## src/rtl/ilv_pkg.sv

```systemverilog
package ilv_pkg;

    localparam int NUM_BANKS = 4;

    typedef enum logic [1:0] {
        PH_IDLE,
        PH_ADDR,
        PH_WAIT,
        PH_XFER
    } fill_phase_e;

    // size code -> number of words in the block
    function automatic int unsigned block_words(input logic [1:0] code);
        case (code)
            2'd0:    return 1;
            2'd1:    return 2;
            default: return 4;
        endcase
    endfunction

    // content loaded into each bank location at reset
    function automatic logic [31:0] seed_word(input int unsigned waddr);
        return (32'(waddr) * 32'h0001_0003) ^ 32'h5A00_0000;
    endfunction

endpackage

```

## src/rtl/ilv_bank.sv

```systemverilog
module ilv_bank
    import ilv_pkg::*;
#(
    parameter int ROW_W   = 4,
    parameter int DATA_W  = 32,
    parameter int BANK_ID = 0
) (
    input  logic              clk,
    input  logic              rst,
    input  logic              rd_en,
    input  logic [ROW_W-1:0]  row,
    output logic [DATA_W-1:0] dout
);
    localparam int ROWS = 1 << ROW_W;

    logic [DATA_W-1:0] cells [ROWS];

    always_ff @(posedge clk) begin
        if (rst) begin
            for (int r = 0; r < ROWS; r++)
                cells[r] <= DATA_W'(seed_word(r * NUM_BANKS + BANK_ID));
            dout <= '0;
        end else if (rd_en) begin
            dout <= cells[row];
        end
    end
endmodule

```

## src/rtl/ilv_seq.sv

```systemverilog
module ilv_seq
    import ilv_pkg::*;
#(
    parameter int T_ADDR = 4,
    parameter int T_ACC  = 24,
    parameter int T_XFER = 4,
    parameter int CYC_W  = 8
) (
    input  logic             clk,
    input  logic             rst,
    input  logic             start,
    input  logic             ilv_mode,
    input  logic [1:0]       last_idx,
    output fill_phase_e      phase,
    output logic [1:0]       widx,
    output logic             rd_fire,
    output logic             word_fire,
    output logic             last_fire,
    output logic [CYC_W-1:0] run_cnt
);
    localparam int T_MAX = (T_ACC > T_ADDR) ? ((T_ACC > T_XFER) ? T_ACC : T_XFER)
                                            : ((T_ADDR > T_XFER) ? T_ADDR : T_XFER);
    localparam int PH_W  = $clog2(T_MAX + 1);

    logic [PH_W-1:0] ph_cnt;
    logic [PH_W-1:0] ph_end;

    always_comb begin
        case (phase)
            PH_ADDR: ph_end = PH_W'(T_ADDR - 1);
            PH_WAIT: ph_end = PH_W'(T_ACC - 1);
            default: ph_end = PH_W'(T_XFER - 1);
        endcase
    end

    assign rd_fire   = (phase == PH_WAIT) && (ph_cnt == ph_end);
    assign word_fire = (phase == PH_XFER) && (ph_cnt == ph_end);
    assign last_fire = word_fire && (widx == last_idx);

    always_ff @(posedge clk) begin
        if (rst) begin
            phase   <= PH_IDLE;
            ph_cnt  <= '0;
            widx    <= '0;
            run_cnt <= '0;
        end else if (phase == PH_IDLE) begin
            if (start) begin
                phase   <= PH_ADDR;
                ph_cnt  <= '0;
                widx    <= '0;
                run_cnt <= '0;
            end
        end else begin
            run_cnt <= run_cnt + 1'b1;
            if (ph_cnt != ph_end) begin
                ph_cnt <= ph_cnt + 1'b1;
            end else begin
                ph_cnt <= '0;
                case (phase)
                    PH_ADDR: phase <= PH_WAIT;
                    PH_WAIT: phase <= PH_XFER;
                    default: begin
                        if (widx == last_idx) begin
                            phase <= PH_IDLE;
                        end else begin
                            widx  <= widx + 1'b1;
                            phase <= ilv_mode ? PH_XFER : PH_ADDR;
                        end
                    end
                endcase
            end
        end
    end
endmodule

```

## src/rtl/ilv_fill.sv

```systemverilog
module ilv_fill
    import ilv_pkg::*;
#(
    parameter int ADDR_W = 6,
    parameter int DATA_W = 32,
    parameter int T_ADDR = 4,
    parameter int T_ACC  = 24,
    parameter int T_XFER = 4,
    parameter int CYC_W  = 8
) (
    input  logic              clk,
    input  logic              rst,
    input  logic              req_valid,
    input  logic [ADDR_W-1:0] req_addr,
    input  logic [1:0]        req_size,
    input  logic              interleave,
    output logic              busy,
    output logic              word_valid,
    output logic [DATA_W-1:0] word_data,
    output logic              fill_done,
    output logic [CYC_W-1:0]  fill_cycles
);
    localparam int ROW_W = ADDR_W - 2;

    fill_phase_e       phase;
    logic [1:0]        widx;
    logic              rd_fire, word_fire, last_fire;
    logic [CYC_W-1:0]  run_cnt;
    logic              start;

    logic [ADDR_W-1:0] base_q;
    logic [1:0]        last_q;
    logic              ilv_q;
    logic [1:0]        cur_bank;

    logic [NUM_BANKS-1:0] bank_rd;
    logic [DATA_W-1:0]    bank_dout [NUM_BANKS];

    assign busy     = (phase != PH_IDLE);
    assign start    = req_valid && !busy;
    assign cur_bank = base_q[1:0] + widx;

    always_ff @(posedge clk) begin
        if (rst) begin
            base_q <= '0;
            last_q <= '0;
            ilv_q  <= 1'b0;
        end else if (start) begin
            base_q <= req_addr & ~ADDR_W'(block_words(req_size) - 1);
            last_q <= 2'(block_words(req_size) - 1);
            ilv_q  <= interleave;
        end
    end

    ilv_seq #(
        .T_ADDR(T_ADDR), .T_ACC(T_ACC), .T_XFER(T_XFER), .CYC_W(CYC_W)
    ) u_seq (
        .clk      (clk),
        .rst      (rst),
        .start    (start),
        .ilv_mode (ilv_q),
        .last_idx (last_q),
        .phase    (phase),
        .widx     (widx),
        .rd_fire  (rd_fire),
        .word_fire(word_fire),
        .last_fire(last_fire),
        .run_cnt  (run_cnt)
    );

    for (genvar b = 0; b < NUM_BANKS; b++) begin : g_bank
        logic [1:0] offs;
        assign offs = 2'(b) - base_q[1:0];
        // interleaved: every bank of the block reads together; sequential: only the current word's bank
        assign bank_rd[b] = rd_fire && (ilv_q ? (offs <= last_q) : (2'(b) == cur_bank));

        ilv_bank #(
            .ROW_W(ROW_W), .DATA_W(DATA_W), .BANK_ID(b)
        ) u_bank (
            .clk  (clk),
            .rst  (rst),
            .rd_en(bank_rd[b]),
            .row  (base_q[ADDR_W-1:2]),
            .dout (bank_dout[b])
        );
    end

    assign word_valid  = word_fire;
    assign word_data   = bank_dout[cur_bank];
    assign fill_done   = last_fire;
    assign fill_cycles = last_fire ? (run_cnt + 1'b1) : '0;
endmodule

```

## config.mk

```make
export PLATFORM = sky130hd
export DESIGN_NAME = ilv_fill
export DESIGN_NICKNAME = d
export VERILOG_FILES = /design/src/rtl/ilv_pkg.sv /design/src/rtl/ilv_bank.sv /design/src/rtl/ilv_seq.sv /design/src/rtl/ilv_fill.sv
export SDC_FILE = /design/constraint.sdc
export NUM_CORES = 1
export LEC_CHECK = 0
export BUFFER_PORTS_ARGS = -buffer_cell sky130_fd_sc_hd__buf_2
export CAP_MARGIN = 10
export CORE_ASPECT_RATIO = 1.1
export CORE_MARGIN = 4
export CORE_UTILIZATION = 50
export CTS_CLUSTER_DIAMETER = 50
export DETAILED_ROUTE_END_ITERATION = 10
export PLACE_DENSITY = 0.71
export SYNTH_ARGS = -nofsm -noshare
export SYNTH_HDL_FRONTEND = slang
export SYNTH_SLANG_ARGS = --single-unit
```

## constraint.sdc

```tcl
create_clock -name clk -period 2.2 [get_ports clk]
set_input_delay 0.33 -clock clk [delete_from_list [all_inputs] [get_ports clk]]
set_output_delay 0.33 -clock clk [all_outputs]
set_load 0.01 [all_outputs]
```

==> metrics.log <==
INFO  metric outcome = complete, but fails checks
INFO  metric failed_checks = negative setup slack
INFO  metric port_buffers = 40
INFO  metric fin_cells = 594
INFO  metric placed_cell_area = 4190 um2
INFO  metric drt_first_iter_violations = 133
INFO  metric finalWorstSetupSlack = -0.0428 ns
INFO  metric num_antenna_cells = 0
INFO  metric io_pins = 55
INFO  metric vias = 3,273
INFO  metric drt-total-wl = 9240 um
INFO  metric cp_num_buf_inv = 2
INFO  metric finalSetupViolCount = 9
INFO  metric timing.critical_path.slowest_cell_delay = 0.50 ns
INFO  metric crit_slowest_cell = sky130_fd_sc_hd__mux4_2
INFO  metric crit_path_start = base_q[1]$_SDFFE_PP0P_
INFO  metric fin_tns_setup = -0.156 ns
INFO  metric reg2reg_slack = 0.10 ns
INFO  metric clock_tree.buffer_depth = 2
INFO  metric clock.fmax = 0.446 GHz
INFO  metric count_of_pins_over_their_slew_limit = 0
INFO  metric worst_setup_path_endpoint = word_data[20]
INFO  metric endpoint_kind = primary output
INFO  metric dp_hpwl = 6390 um
INFO  metric tritoncts = yes
INFO  metric synth_seq_cells = 66
INFO  metric mostFrequentLayoutCell = sky130_fd_sc_hd__dfxtp_1
INFO  metric yosysWarningCount = 0
INFO  metric initial_core_util = 51.9%
INFO  metric drtPass1Iterations = 4
INFO  metric critical_path.reg2reg.startpoint = base_q[0]$_SDFFE_PP0P_
INFO  metric finalCritPeriodShare = 102%
INFO  metric critPathKind = flip-flop to primary output
INFO  metric cp.arrival = 1.91 ns
INFO  metric top_library_cells_by_usage_in_the_layout_fill_and_taps_aside = sky130_fd_sc_hd__dfxtp_1, sky130_fd_sc_hd__nand2_1, sky130_fd_sc_hd__buf_2
INFO  metric power.ir.vdd_worst = 0.370 mV
INFO  metric yosys.cell_types.count = 60
INFO  metric synth_flop_cell = sky130_fd_sc_hd__dfxtp_1
INFO  metric row_count = 33
INFO  metric syn_area_per_cell = 8.99 um2
INFO  metric die_area = 9280 um2
INFO  metric dpl.cell_count = 569
INFO  metric cp_num_cells = 4
INFO  metric clk-insertion-delay-late = 0.35 ns
INFO  metric syn-instance-count = 434
INFO  metric power_density = 626 nW/um2
INFO  metric routedWlPerCell = 15.6 um
INFO  metric number_of_flops_mapped_to_enable_cells_by_yosys = 0
INFO  metric cpLargestDelayFamily = multiplexers
INFO  metric placeableCoreArea = 7510 um2
INFO  metric static-leakage-power = 2.01 nW
INFO  metric final_standard_cell_area_without_fillers = 4710 um2
INFO  metric postCtsHoldBufs = 0
INFO  metric cp_cell_sequence = xnor3_2 > buf_12 > mux4_2 > buf_6
INFO  metric r2r_end = g_bank[1].u_bank.dout[18]$_SDFFE_PP0P_
INFO  metric post-route-drc-count = 0
INFO  metric signed_area_change_from_the_synthesized_netlist_to_the_final_layout = 20.7%
INFO  metric grt_start_max_net_pins = 38
INFO  metric ys_seq_area_share = 33.9%
INFO  metric grt_first_pass_wirelength = 15,500 um
INFO  metric die_y = 101 um
INFO  metric fin_hold_ws = 0.216 ns
INFO  metric finalWorstPathRequiredPeriod = 2.24 ns
INFO  metric grt_util_all_layers = 20.9%
INFO  metric cap_viol_max_count = 0
INFO  metric overflow = 0
INFO  metric final_antenna_net_count = 0
INFO  metric cts_sinks = 66
INFO  metric pre_cts_ws = 0.136 ns
INFO  metric die_width = 92.2 um
INFO  metric critPathMaxFanout = 7
INFO  metric grt_pass1_vias = 3,235
INFO  metric timing.clock.skew = 0.0118 ns
INFO  metric headroom_to_the_max_slew_limit = 57.0%
INFO  metric rsz0062_at_grt = yes
INFO  metric antenna_violations_before_repair = 0
INFO  metric syn_area = 3900 um2
INFO  metric finalWeightedCongestion = 0.835
INFO  metric cts_max_level = 3
INFO  metric cts_root_buf = sky130_fd_sc_hd__clkbuf_8
INFO  metric drive_gt1_share = 27.6%
INFO  metric startpoint_type = flip-flop
INFO  metric critPathRequiredTime = 1.87 ns
INFO  metric path_clk_slew = 0.08 ns
INFO  metric drt-vias-per-instance = 5.51
INFO  metric finish.net_count = 517
INFO  metric asyncSetResetFlopFracSynth = 0%
INFO  metric worst_margin_pin_slew = 0.643 ns
INFO  metric worstRegToRegCells = 9
INFO  metric timing.hold.worst.class = input pin to flip-flop
INFO  metric hold_violations = 0
INFO  metric cts_buffers = 9
==> power by group <==
part,switching [mW],total (mW),internal [mW]
clock network,0.490,1.36,0.867
logic,0.210,0.344,0.134
registers,0.0312,1.24,1.21
==> cell type report <==
cell class,instances,area [um2]
multi-input cells,320,2410
inverters,20,75.1
clock inverters,7,141
clock buffers,9,124
flip-flops and latches,66,1340
repair buffers,67,488
fillers,646,2810
well taps,105,131
==> how the worst min path moves through the flow <==
stage,to,start,depth (start not counted)
detailed placement,g_bank[0].u_bank.dout[28]$_SDFFE_PP0P_,g_bank[0].u_bank.dout[28]$_SDFFE_PP0P_,2
global route,base_q[4]$_SDFFE_PP0P_,req_addr[4],3
floorplan,g_bank[0].u_bank.dout[28]$_SDFFE_PP0P_,g_bank[0].u_bank.dout[28]$_SDFFE_PP0P_,2
CTS,base_q[4]$_SDFFE_PP0P_,req_addr[4],3
global placement,g_bank[0].u_bank.dout[28]$_SDFFE_PP0P_,g_bank[0].u_bank.dout[28]$_SDFFE_PP0P_,2
finish,base_q[5]$_SDFFE_PP0P_,req_addr[5],3
==> cell families (layout without fill, tap and decap cells) <==
kind of cell               count (synthesis)  after routing  share of synthesized area, %
and+or+nand+nor                          141            141                          17.7
adders and majority gates                 21             21                          6.74
other                                      1             14                        0.0962
muxes                                     43             43                          14.5
AOI/OAI and AO/OA                         90             90                          16.3
DFF                                       66             66                          33.9
xor gates and xnor gates                  11             11                          2.82
buffers and inverters                     61            103                          7.96
==> worst register-to-register path: cells and delay by family (launching register included) <==
kind | cells | cell delay [ns]
fa+ha+maj | 1 | 0.34
flops | 1 | 0.36
mux | 1 | 0.11
compound gates | 3 | 0.60
buf+inv | 4 | 0.55
==> metal layers <==
layer  vias up  GRT usage (%)  part of all wire, %  wire length, um
li1       1617              -                    -                -
met4         0           8.11                  1.5              139
met3        12           3.36                  3.6              336
met5         -              0                    0                0
met2        75           35.4                   51             4710
met1      1569           26.6                   44             4060
==> timing repair <==
| action | in CTS | in global routing |
|---|---|---|
| cloned | 1 | 0 |
| pin swaps | 1 | 3 |
| setup buffers | 5 | 3 |
| gates resized for setup | 20 | 15 |
| endpoints found under the setup margin | 24 | 45 |
| endpoints found under the hold margin | 0 | 0 |
==> state kept, by name, indices dropped and copies added, names as in the netlist <==
register,flops
base_q,6
g_bank.u_bank.dout,40
ilv_q,1
last_q,2
u_seq.ph_cnt,5
u_seq.phase,2
u_seq.run_cnt,8
u_seq.widx,2
==> Yosys cell counts, types with 6 or more instances <==
library cell                n  area, um2
sky130_fd_sc_hd__o21ai_0   12       60.1
sky130_fd_sc_hd__buf_4     19        143
sky130_fd_sc_hd__a211oi_1   6       45.0
sky130_fd_sc_hd__a31oi_1    8       50.1
sky130_fd_sc_hd__or3_1      6       37.5
sky130_fd_sc_hd__dfxtp_1   66       1320
sky130_fd_sc_hd__nand2_1   55        206
sky130_fd_sc_hd__o211ai_1   7       52.6
sky130_fd_sc_hd__nor2b_1    9       56.3
sky130_fd_sc_hd__inv_1     18       67.6
sky130_fd_sc_hd__mux4_2    10        225
sky130_fd_sc_hd__a21oi_1   26        130
sky130_fd_sc_hd__nor2_1    29        109
sky130_fd_sc_hd__nand3_1   10       50.1
sky130_fd_sc_hd__mux2i_1   28        280
sky130_fd_sc_hd__clkbuf_1  16       60.1
sky130_fd_sc_hd__ha_1      21        263
==> through the flow <==
step / util, % / power [mW]
after detailed placement: 55.8 / 1.59
after global placement: 55.8 / 1.58
after CTS: 61.5 / 2.96
final: 62.6 / 2.94
after floorplan: - / 1.52
after global routing: 62.6 / 3.06
(Power assumes the default switching activity.)
